[config.mk]
export PLATFORM = sky130hd
export DESIGN_NAME = byte_fifo_alert
export DESIGN_NICKNAME = d
export VERILOG_FILES = /design/src/rtl/fifo_alert_pkg.sv /design/src/rtl/fifo_store.sv /design/src/rtl/fifo_fill_ctrl.sv /design/src/rtl/alert_irq.sv /design/src/rtl/byte_fifo_alert.sv
export SDC_FILE = /design/constraint.sdc
export NUM_CORES = 1
export LEC_CHECK = 0
export ABC_AREA = 1
export BUFFER_PORTS_ARGS = -buffer_cell sky130_fd_sc_hd__clkbuf_2
export CAP_MARGIN = 15
export CORE_MARGIN = 2
export CORE_UTILIZATION = 50
export DETAILED_ROUTE_END_ITERATION = 10
export GPL_TIMING_DRIVEN = 0
export PLACE_DENSITY_LB_ADDON = 0.15
export SKIP_CTS_REPAIR_TIMING = 1
export SYNTH_ARGS = -nofsm -noshare
export SYNTH_HDL_FRONTEND = slang
export SYNTH_HIERARCHICAL = 1
export SYNTH_SLANG_ARGS = --single-unit
[constraint.sdc]
create_clock -name clk -period 4.95 [get_ports clk]
set_input_delay 0.99 -clock clk [delete_from_list [all_inputs] [get_ports clk]]
set_output_delay 0.99 -clock clk [all_outputs]
set_load 0.01 [all_outputs]
[src/rtl/fifo_alert_pkg.sv]
package fifo_alert_pkg;

    typedef enum logic [1:0] {
        ST_EMPTY   = 2'd0,
        ST_PARTIAL = 2'd1,
        ST_FULL    = 2'd2
    } fill_state_e;

    localparam int IRQ_LO_BIT = 0;
    localparam int IRQ_HI_BIT = 1;
    localparam int IRQ_NUM    = 2;

endpackage

[src/rtl/fifo_store.sv]
module fifo_store #(
    parameter int DATA_W = 8,
    parameter int ADDR_W = 6
) (
    input  logic              clk,
    input  logic              rst_n,
    input  logic              flush,
    input  logic              wr_en,
    input  logic [DATA_W-1:0] wr_data,
    input  logic              rd_en,
    output logic [DATA_W-1:0] rd_data
);
    localparam int DEPTH = 1 << ADDR_W;

    logic [DATA_W-1:0] mem [DEPTH];
    logic [ADDR_W-1:0] wr_ptr_q;
    logic [ADDR_W-1:0] rd_ptr_q;
    logic [DATA_W-1:0] rd_data_q;

    // Storage array: written only, never reset.
    always_ff @(posedge clk) begin
        if (wr_en) begin
            mem[wr_ptr_q] <= wr_data;
        end
    end

    // Pointers wrap naturally because the depth is a power of two.
    always_ff @(posedge clk or negedge rst_n) begin
        if (!rst_n) begin
            wr_ptr_q  <= '0;
            rd_ptr_q  <= '0;
            rd_data_q <= '0;
        end else if (flush) begin
            wr_ptr_q <= '0;
            rd_ptr_q <= '0;
        end else begin
            if (wr_en) begin
                wr_ptr_q <= wr_ptr_q + 1'b1;
            end
            if (rd_en) begin
                rd_ptr_q  <= rd_ptr_q + 1'b1;
                rd_data_q <= mem[rd_ptr_q];
            end
        end
    end

    assign rd_data = rd_data_q;

endmodule

[src/rtl/fifo_fill_ctrl.sv]
module fifo_fill_ctrl
    import fifo_alert_pkg::*;
#(
    parameter int ADDR_W = 6,
    localparam int CNT_W = ADDR_W + 1
) (
    input  logic             clk,
    input  logic             rst_n,
    input  logic             push,
    input  logic             pop,
    input  logic             flush,
    output logic             wr_en,
    output logic             rd_en,
    output logic [CNT_W-1:0] count,
    output logic             ovfl
);
    localparam logic [CNT_W-1:0] DEPTH_C     = CNT_W'(1 << ADDR_W);
    localparam logic [CNT_W-1:0] LAST_FREE_C = DEPTH_C - 1'b1;

    fill_state_e      state_q, state_nxt;
    logic [CNT_W-1:0] count_q;
    logic             ovfl_q;

    // State register process.
    always_ff @(posedge clk or negedge rst_n) begin
        if (!rst_n) begin
            state_q <= ST_EMPTY;
        end else begin
            state_q <= state_nxt;
        end
    end

    // Transition process: T_FLUSH, T_FIRST_PUSH, T_LAST_POP, T_FILL_UP, T_DRAIN_ONE.
    always_comb begin
        state_nxt = state_q;
        if (flush) begin
            state_nxt = ST_EMPTY;                         // T_FLUSH
        end else begin
            unique case (state_q)
                ST_EMPTY: begin
                    if (wr_en) state_nxt = ST_PARTIAL;    // T_FIRST_PUSH
                end
                ST_PARTIAL: begin
                    if (wr_en && !rd_en && count_q == LAST_FREE_C)
                        state_nxt = ST_FULL;              // T_FILL_UP
                    else if (rd_en && !wr_en && count_q == CNT_W'(1))
                        state_nxt = ST_EMPTY;             // T_LAST_POP
                end
                ST_FULL: begin
                    if (rd_en) state_nxt = ST_PARTIAL;    // T_DRAIN_ONE
                end
                default: state_nxt = ST_EMPTY;
            endcase
        end
    end

    // Output process: which requests reach the storage in each state.
    always_comb begin
        wr_en = 1'b0;
        rd_en = 1'b0;
        unique case (state_q)
            ST_EMPTY: begin
                wr_en = push && !flush;
            end
            ST_PARTIAL: begin
                wr_en = push && !flush;
                rd_en = pop && !flush;
            end
            ST_FULL: begin
                rd_en = pop && !flush;
            end
            default: begin
                wr_en = 1'b0;
                rd_en = 1'b0;
            end
        endcase
    end

    always_ff @(posedge clk or negedge rst_n) begin
        if (!rst_n) begin
            count_q <= '0;
            ovfl_q  <= 1'b0;
        end else if (flush) begin
            count_q <= '0;
            ovfl_q  <= 1'b0;
        end else begin
            count_q <= count_q + CNT_W'(wr_en) - CNT_W'(rd_en);
            if (push && state_q == ST_FULL) begin
                ovfl_q <= 1'b1;
            end
        end
    end

    assign count = count_q;
    assign ovfl  = ovfl_q;

endmodule

[src/rtl/alert_irq.sv]
module alert_irq
    import fifo_alert_pkg::*;
#(
    parameter int ADDR_W    = 6,
    parameter int LEVEL_RST = 8,
    localparam int CNT_W    = ADDR_W + 1
) (
    input  logic               clk,
    input  logic               rst_n,
    input  logic [CNT_W-1:0]   count,
    input  logic               level_we,
    input  logic [ADDR_W-1:0]  level_wdata,
    input  logic               en_we,
    input  logic [IRQ_NUM-1:0] en_wdata,
    input  logic [IRQ_NUM-1:0] clr,
    output logic               hi_alert,
    output logic               lo_alert,
    output logic [IRQ_NUM-1:0] req,
    output logic               irq
);
    localparam logic [CNT_W-1:0] DEPTH_C   = CNT_W'(1 << ADDR_W);
    localparam logic [CNT_W-1:0] LVL_RST_C = CNT_W'(LEVEL_RST);
    // Alert values present right after reset (fill is zero).
    localparam logic HI_AT_RST = (DEPTH_C <= LVL_RST_C);
    localparam logic LO_AT_RST = 1'b1;

    logic [ADDR_W-1:0]  level_q;
    logic [IRQ_NUM-1:0] en_q;
    logic [IRQ_NUM-1:0] req_q;
    logic [IRQ_NUM-1:0] prev_q;
    logic [IRQ_NUM-1:0] alert_vec;
    logic [CNT_W-1:0]   free_room;

    assign free_room = DEPTH_C - count;
    assign hi_alert  = free_room <= CNT_W'(level_q);
    assign lo_alert  = count <= CNT_W'(level_q);

    always_comb begin
        alert_vec             = '0;
        alert_vec[IRQ_HI_BIT] = hi_alert;
        alert_vec[IRQ_LO_BIT] = lo_alert;
    end

    always_ff @(posedge clk or negedge rst_n) begin
        if (!rst_n) begin
            level_q <= ADDR_W'(LEVEL_RST);
            en_q    <= '0;
        end else begin
            if (level_we) level_q <= level_wdata;
            if (en_we)    en_q    <= en_wdata;
        end
    end

    // One edge detector and request latch per alert source.
    for (genvar g = 0; g < IRQ_NUM; g++) begin : g_src
        always_ff @(posedge clk or negedge rst_n) begin
            if (!rst_n) begin
                prev_q[g] <= (g == IRQ_HI_BIT) ? HI_AT_RST : LO_AT_RST;
                req_q[g]  <= 1'b0;
            end else begin
                prev_q[g] <= alert_vec[g];
                if (alert_vec[g] && !prev_q[g]) begin
                    req_q[g] <= 1'b1;
                end else if (clr[g]) begin
                    req_q[g] <= 1'b0;
                end
            end
        end
    end

    assign req = req_q;
    assign irq = |(req_q & en_q);

endmodule

[src/rtl/byte_fifo_alert.sv]
module byte_fifo_alert #(
    parameter int DATA_W    = 8,
    parameter int ADDR_W    = 6,
    parameter int LEVEL_RST = 8,
    localparam int CNT_W    = ADDR_W + 1
) (
    input  logic              clk,
    input  logic              rst_n,
    input  logic              push_i,
    input  logic [DATA_W-1:0] push_data_i,
    input  logic              pop_i,
    output logic [DATA_W-1:0] pop_data_o,
    input  logic              flush_i,
    input  logic              level_we_i,
    input  logic [ADDR_W-1:0] level_i,
    input  logic              irq_en_we_i,
    input  logic [1:0]        irq_en_i,
    input  logic [1:0]        irq_clr_i,
    output logic [CNT_W-1:0]  length_o,
    output logic              hi_alert_o,
    output logic              lo_alert_o,
    output logic              ovfl_o,
    output logic [1:0]        irq_req_o,
    output logic              irq_o
);
    logic wr_en;
    logic rd_en;

    fifo_fill_ctrl #(
        .ADDR_W (ADDR_W)
    ) u_ctrl (
        .clk   (clk),
        .rst_n (rst_n),
        .push  (push_i),
        .pop   (pop_i),
        .flush (flush_i),
        .wr_en (wr_en),
        .rd_en (rd_en),
        .count (length_o),
        .ovfl  (ovfl_o)
    );

    fifo_store #(
        .DATA_W (DATA_W),
        .ADDR_W (ADDR_W)
    ) u_store (
        .clk     (clk),
        .rst_n   (rst_n),
        .flush   (flush_i),
        .wr_en   (wr_en),
        .wr_data (push_data_i),
        .rd_en   (rd_en),
        .rd_data (pop_data_o)
    );

    alert_irq #(
        .ADDR_W    (ADDR_W),
        .LEVEL_RST (LEVEL_RST)
    ) u_alert (
        .clk         (clk),
        .rst_n       (rst_n),
        .count       (length_o),
        .level_we    (level_we_i),
        .level_wdata (level_i),
        .en_we       (irq_en_we_i),
        .en_wdata    (irq_en_i),
        .clr         (irq_clr_i),
        .hi_alert    (hi_alert_o),
        .lo_alert    (lo_alert_o),
        .req         (irq_req_o),
        .irq         (irq_o)
    );

endmodule

; ---- After elaboration in Yosys (flattened, before gate mapping)
; Memories as Yosys holds them, arrays and structs flattened. A register that Yosys moved wholly into a read port is not among the register bits.
; Cells that the tools add are included.
[op_classes]
add_sub_neg = 5
magnitude_cmp = 2
eq_ne = 7
n_mux = 21
bitwise_logic = 2
reduce_logical = 26
[op_table]
columns = cell, count
row1 = 6-bit 2-to-1 mux, 4
row2 = 7-bit by 6-bit less-or-equal comparator with 1-bit output, 2
row3 = 6-bit by 1-bit adder with 6-bit output (second input constant), 2
row4 = 1-bit 2-to-1 mux, 10
row5 = 2-bit 2-to-1 mux, 5
row6 = 2-bit nonzero test, 5
row7 = 1-bit logical AND, 9
row8 = 7-bit by 1-bit adder with 7-bit output, 1
row9 = 7-bit by 1-bit == test with 1-bit output (second input constant), 1
row10 = 7-bit by 6-bit == test with 1-bit output (second input constant), 1
row11 = 7-bit 2-to-1 mux, 1
row12 = 7-bit by 1-bit subtractor with 7-bit output, 1
row13 = 7-bit subtractor (first input constant), 1
row14 = 1-bit logical NOT, 6
row15 = 3-bit by 2-bit inequality test with 1-bit output (second input constant), 2
row16 = 2-bit one-hot mux with 3 select lines, 1
row17 = 2-bit OR reduction, 3
row18 = 4-bit by 2-bit inequality test with 1-bit output (second input constant), 1
row19 = 3-bit AND reduction, 1
row20 = 2-bit bitwise AND, 1
row21 = 2-bit by 1-bit == test with 1-bit output (second input constant), 1
row22 = 2-bit == test (second input constant), 1
row23 = 2-bit logical NOT, 1
row24 = 2-bit AND reduction, 1
row25 = 1-bit NOT, 1
[word_totals]
register_bits = 34
ram_bits = 512
out_inout_bits = 21
wordCells = 75
mem_count = 1
[mem_list]
columns = name, words, width, read_ports, rd_ports_with_merged_regs, write_ports, line
row1 = u_store.mem, 64, 8, 1, 1, 1, fifo_store.sv:15  ; logic [DATA_W-1:0] mem [DEPTH];

; ---- Depth between registers and ports, before layout
[logic_depth]
depth_word = 10
depth_mapped = 17

; ---- Modules after synthesis
; The synthesis kept the hierarchy.
[by_module_without_submodules]
columns = module, instances, cells_each, area_per_inst_um2
row1 = fifo_store, 1, 2243, 23069.6
row2 = fifo_fill_ctrl, 1, 113, 858.3
row3 = alert_irq, 1, 104, 843.3

; ---- Least setup slack after synthesis
; No wires, ideal clock.
[synth_timing]
path_type = flip-flop to output port
start = register u_ctrl.count_q[1] (netlist: u_ctrl/count[1])
end = output port hi_alert_o
t_arrival_ns = 1.795
setup_slack_ns = 2.165
stages_incl_launch_ff = 10
cell_sequence = dfrtp_1 -> inv_1 -> ha_1 -> nand2_1 -> xor2_1 -> ha_1 -> nand2_1 -> nor2_1 -> nand4_1 -> a21oi_1
[synth_between]
elab_chain_len = 2
[synth_rtl]
columns = item, line
row1 = start: declaration, fifo_fill_ctrl.sv:21  ; logic [CNT_W-1:0] count_q;
row2 = start signal: assignment, fifo_fill_ctrl.sv:87  ; count_q <= count_q + CNT_W'(wr_en) - CNT_W'(rd_en);
row3 = 7-bit subtractor, alert_irq.sv:34  ; assign free_room = DEPTH_C - count;
row4 = 7-bit by 6-bit less-or-equal comparator with 1-bit output, alert_irq.sv:35  ; assign hi_alert = free_room <= CNT_W'(level_q);
row5 = end: declaration, byte_fifo_alert.sv:20  ; output logic hi_alert_o,
; Every way passes these cells.

; ---- Final worst setup path
; Same ends and word-level chain as after synthesis.

==> metrics.yaml <==
route:
  drtIter0Drc: 2069
  wire_per_inst_um: 20.9
  drt_wl_total_um: 68500
  ant_nets: 0
  vias: 17600
  dr.pass1.iters: 7
  remaining_drc_errors: 0
  viasPerCell: 5.38
clock_tree:
  cts.sinks: 554
  path_clk_slew_ns: 0.07
  cts_buffers: 57
  insertion_delay_ns: 0.62
  cts_tree: "yes"
  htreeDepth: 2
  cts-root-buf: "clkbuf_16"
  cts_buffer_depth: 3
yosys:
  syn_nets: 2515
  async_flop_share_pct: 7.58
  ys_seq_area_share_pct: 66.3
  synth_edf_count: 512
  synthCells: 2460
  synth_adder_area_share_pct: 1.55
  ys.flop_type: "edfxtp_1"
  syn_area_um2: 24800
  synth_cell_types: 42
  yosys_warnings: 6
  synth_area_per_cell_um2: 10.1
  synth_top_family_by_area: "simple AND/OR/NAND/NOR gates"
  synthSimpleGateAreaFrac_pct: 22.7
  synth.area.mux_share_pct: 0.136
  synth_compound_area_share_pct: 2.19
  synth-xor-area-share_pct: 0.212
  ys_ff_latch: 554
timing:
  hold_violations: 0
  finalSetupTns_ns: 0
  post-route-min-period_ns: 3.85
  skew_ns: 0.0186
  setup_viol: 0
  fin_crit_sh_pct: 77.8
  slew_viol_final: 0
  fmax_ghz: 0.260
  slew_headroom_pct: 21.2
  holdWs_ns: 0.297
  worstMarginPinSlew_ns: 1.18
  rsz0062_at_grt: "no"
floorplan:
  row_count: 81
  dieHeight_um: 227
  die_area_um2: 51300
  fp.dieW_um: 227
  start_util_pct: 50.6
  io_pins: 46
  core-area_um2: 49000
placement:
  hpwl_um: 46800
  place_congestion: 0.981
  io_buffer_count: 45
  placed_cell_area_um2: 25900
setup_path:
  crit_path_end_kind: "output pin"
  worstPathArrival_ns: 2.86
  cp_data_required_time_ns: 3.96
  r2r_start: "u_ctrl/state_q[1]$_DFFE_PN0P_"
  worstRegToRegCells: 8
  path_class: "register to output pin"
  reg2reg_slack_ns: 1.50
  start_kind: "register"
  reg2reg_to: "u_store/mem[29][1]$_DFFE_PP_"
  crit_path_max_fanout: 9
pwr:
  pwr-share-comb_pct: 15.1
  intPower_mw: 8.30
  vdd_ir_drop_max_mv: 0.361
  netSwitchingFraction_pct: 27.0
  powerDensity_nw_per_um2: 408
  leakage_nw: 11.6
  clkPwrFrac_pct: 38.2
  p_switching_mw: 3.08
  pwr-share-seq_pct: 46.7
global_routing:
  antenna_found_initial: 0
  grt_pass1_vias: 17000
  grt_pass1_wl_um: 103000
  overflow: 0
  grt_max_degree: 65
  grt_usage_pct: 27.3
flow_run:
  maxCapViolCount: 0
outcome:
  status: "finished, final reports clean"
layout:
  n_antenna_cell: 0
  final_area_um2: 27900
  drive_gt1_share_pct: 10.6
  syn_to_final_growth_pct: 12.5
  fin_util_pct: 56.9
  layout.nets: 2625
hold_path:
  min_path_type: "input port to async pin"
through the flow:
| step | std cells | power [mW] | worst slack (ns) |
|---|---|---|---|
| CTS | 3279 | 11.4 | 1.09 |
| detailed placement | 3174 | 7.09 | 0.910 |
| finish | 3280 | 11.4 | 1.10 |
| global placement | 3169 | 7.04 | 0.959 |
| floorplan | 2460 | 6.46 | 2.16 |
| global route | 3280 | 11.8 | 0.896 |
worst max path at each step:
| stage | slack, ns | end | from | cells after the start |
|---|---|---|---|---|
| final | 1.10 | hi_alert_o | u_ctrl/count[1]$_DFF_PN0_ | 10 |
| after global routing | 0.90 | hi_alert_o | u_ctrl/count[1]$_DFF_PN0_ | 10 |
| after CTS | 1.09 | hi_alert_o | u_ctrl/count[1]$_DFF_PN0_ | 10 |
| after detailed placement | 0.91 | u_store/mem[29][5]$_DFFE_PP_ | flush_i | 8 |
| after global placement | 0.96 | u_store/mem[25][1]$_DFFE_PP_ | flush_i | 8 |
| after floorplan | 2.16 | hi_alert_o | u_ctrl/count[1]$_DFF_PN0_ | 9 |
cell usage in the layout, fill, tap and decap left out, types with 5 or more instances in the layout:
| master | n |
|---|---|
| inv_1 | 309 |
| clkbuf_2 | 44 |
| bufinv_16 | 6 |
| clkbuf_4 | 5 |
| a21oi_1 | 21 |
| o21ai_0 | 25 |
| clkbuf_1 | 37 |
| clkinv_2 | 7 |
| buf_1 | 15 |
| dfrtp_1 | 40 |
| o211ai_1 | 32 |
| nand3_1 | 264 |
| nor2_1 | 100 |
| xnor2_1 | 5 |
| ha_1 | 29 |
| buf_2 | 66 |
| nor3_1 | 27 |
| nand4_1 | 5 |
| clkbuf_16 | 59 |
| clkinv_4 | 6 |
| or2_2 | 48 |
| clkinv_1 | 11 |
| edfxtp_1 | 512 |
| nand2_1 | 894 |
cell families (layout without fill, tap and decap cells):
| logic type | after synthesis | in the layout |
|---|---|---|
| AND/OR/NAND/NOR | 1351 | 1351 |
| flip-flops | 554 | 554 |
| buffers and inverters | 428 | 584 |
| AO/OA/AOI/OAI | 88 | 88 |
| adder cells (fa/ha/maj) | 30 | 30 |
| XOR/XNOR | 6 | 6 |
| multiplexers | 3 | 3 |
Yosys cell counts, drive strengths merged, types with 2 or more instances:
| library cell | number | area [µm²] |
|---|---|---|
| a21oi | 22 | 114 |
| edfxtp | 512 | 15400 |
| nand2 | 899 | 3390 |
| clkbuf | 31 | 121 |
| buf | 83 | 408 |
| nor2 | 102 | 393 |
| nor3 | 30 | 160 |
| o211ai | 32 | 240 |
| mux2 | 3 | 33.8 |
| clkinv | 3 | 11.3 |
| nand4 | 5 | 31.3 |
| inv | 311 | 1170 |
| or2 | 49 | 307 |
| dfstp | 2 | 52.6 |
| nand3 | 265 | 1330 |
| dfrtp | 40 | 1000 |
| ha | 29 | 363 |
| xnor2 | 5 | 43.8 |
| o21bai | 2 | 15.0 |
| a31oi | 3 | 18.8 |
| o21ai | 26 | 130 |
power groups by stage:
stage,clock (mW),combinational [mW],sequential (mW)
after floorplan,0,1.05,5.41
after global placement,0,1.62,5.42
after detailed placement,0,1.68,5.42
after CTS,4.42,1.69,5.32
after global routing,4.59,1.92,5.33
final,4.35,1.72,5.32
state kept, by name (all words and copies together), names as in the netlist:
name,cells
u_alert/en_q,2
u_alert/level_q,6
u_alert/prev_q,2
u_alert/req,2
u_ctrl/count,7
u_ctrl/ovfl,1
u_ctrl/state_q,2
u_store/mem,512
u_store/rd_data,8
u_store/rd_ptr_q,6
u_store/wr_ptr_q,6
worst max-delay path: stages, from the launching register on:
cell	delay (ns)
dfrtp_1	0.52
inv_1	0.12
ha_1	0.23
nand2_1	0.09
xor2_1	0.15
ha_1	0.31
nand2_1	0.05
nor2_1	0.17
nand4_1	0.15
a21oi_1	0.27
clkbuf_2	0.18
area by class of cell:
class / count / area [µm²]
well taps: 664 / 831
plain buffers: 114 / 529
fillers: 4145 / 21100
clock inverters: 34 / 355
flip-flops and latches: 554 / 16400
clock buffers: 71 / 1540
repair buffers: 51 / 358
multi-input cells: 1478 / 6640
inverters: 314 / 1180
layer usage:
layer,wire length [µm],global-route usage [%],vias up
met4,2290,9.21,0
met1,28400,37.6,8441
met3,6320,5.86,162
met5,0,0,-
met2,31500,43.3,774
li1,-,-,8255
No activity file was read; power rests on OpenSTA's default activity.
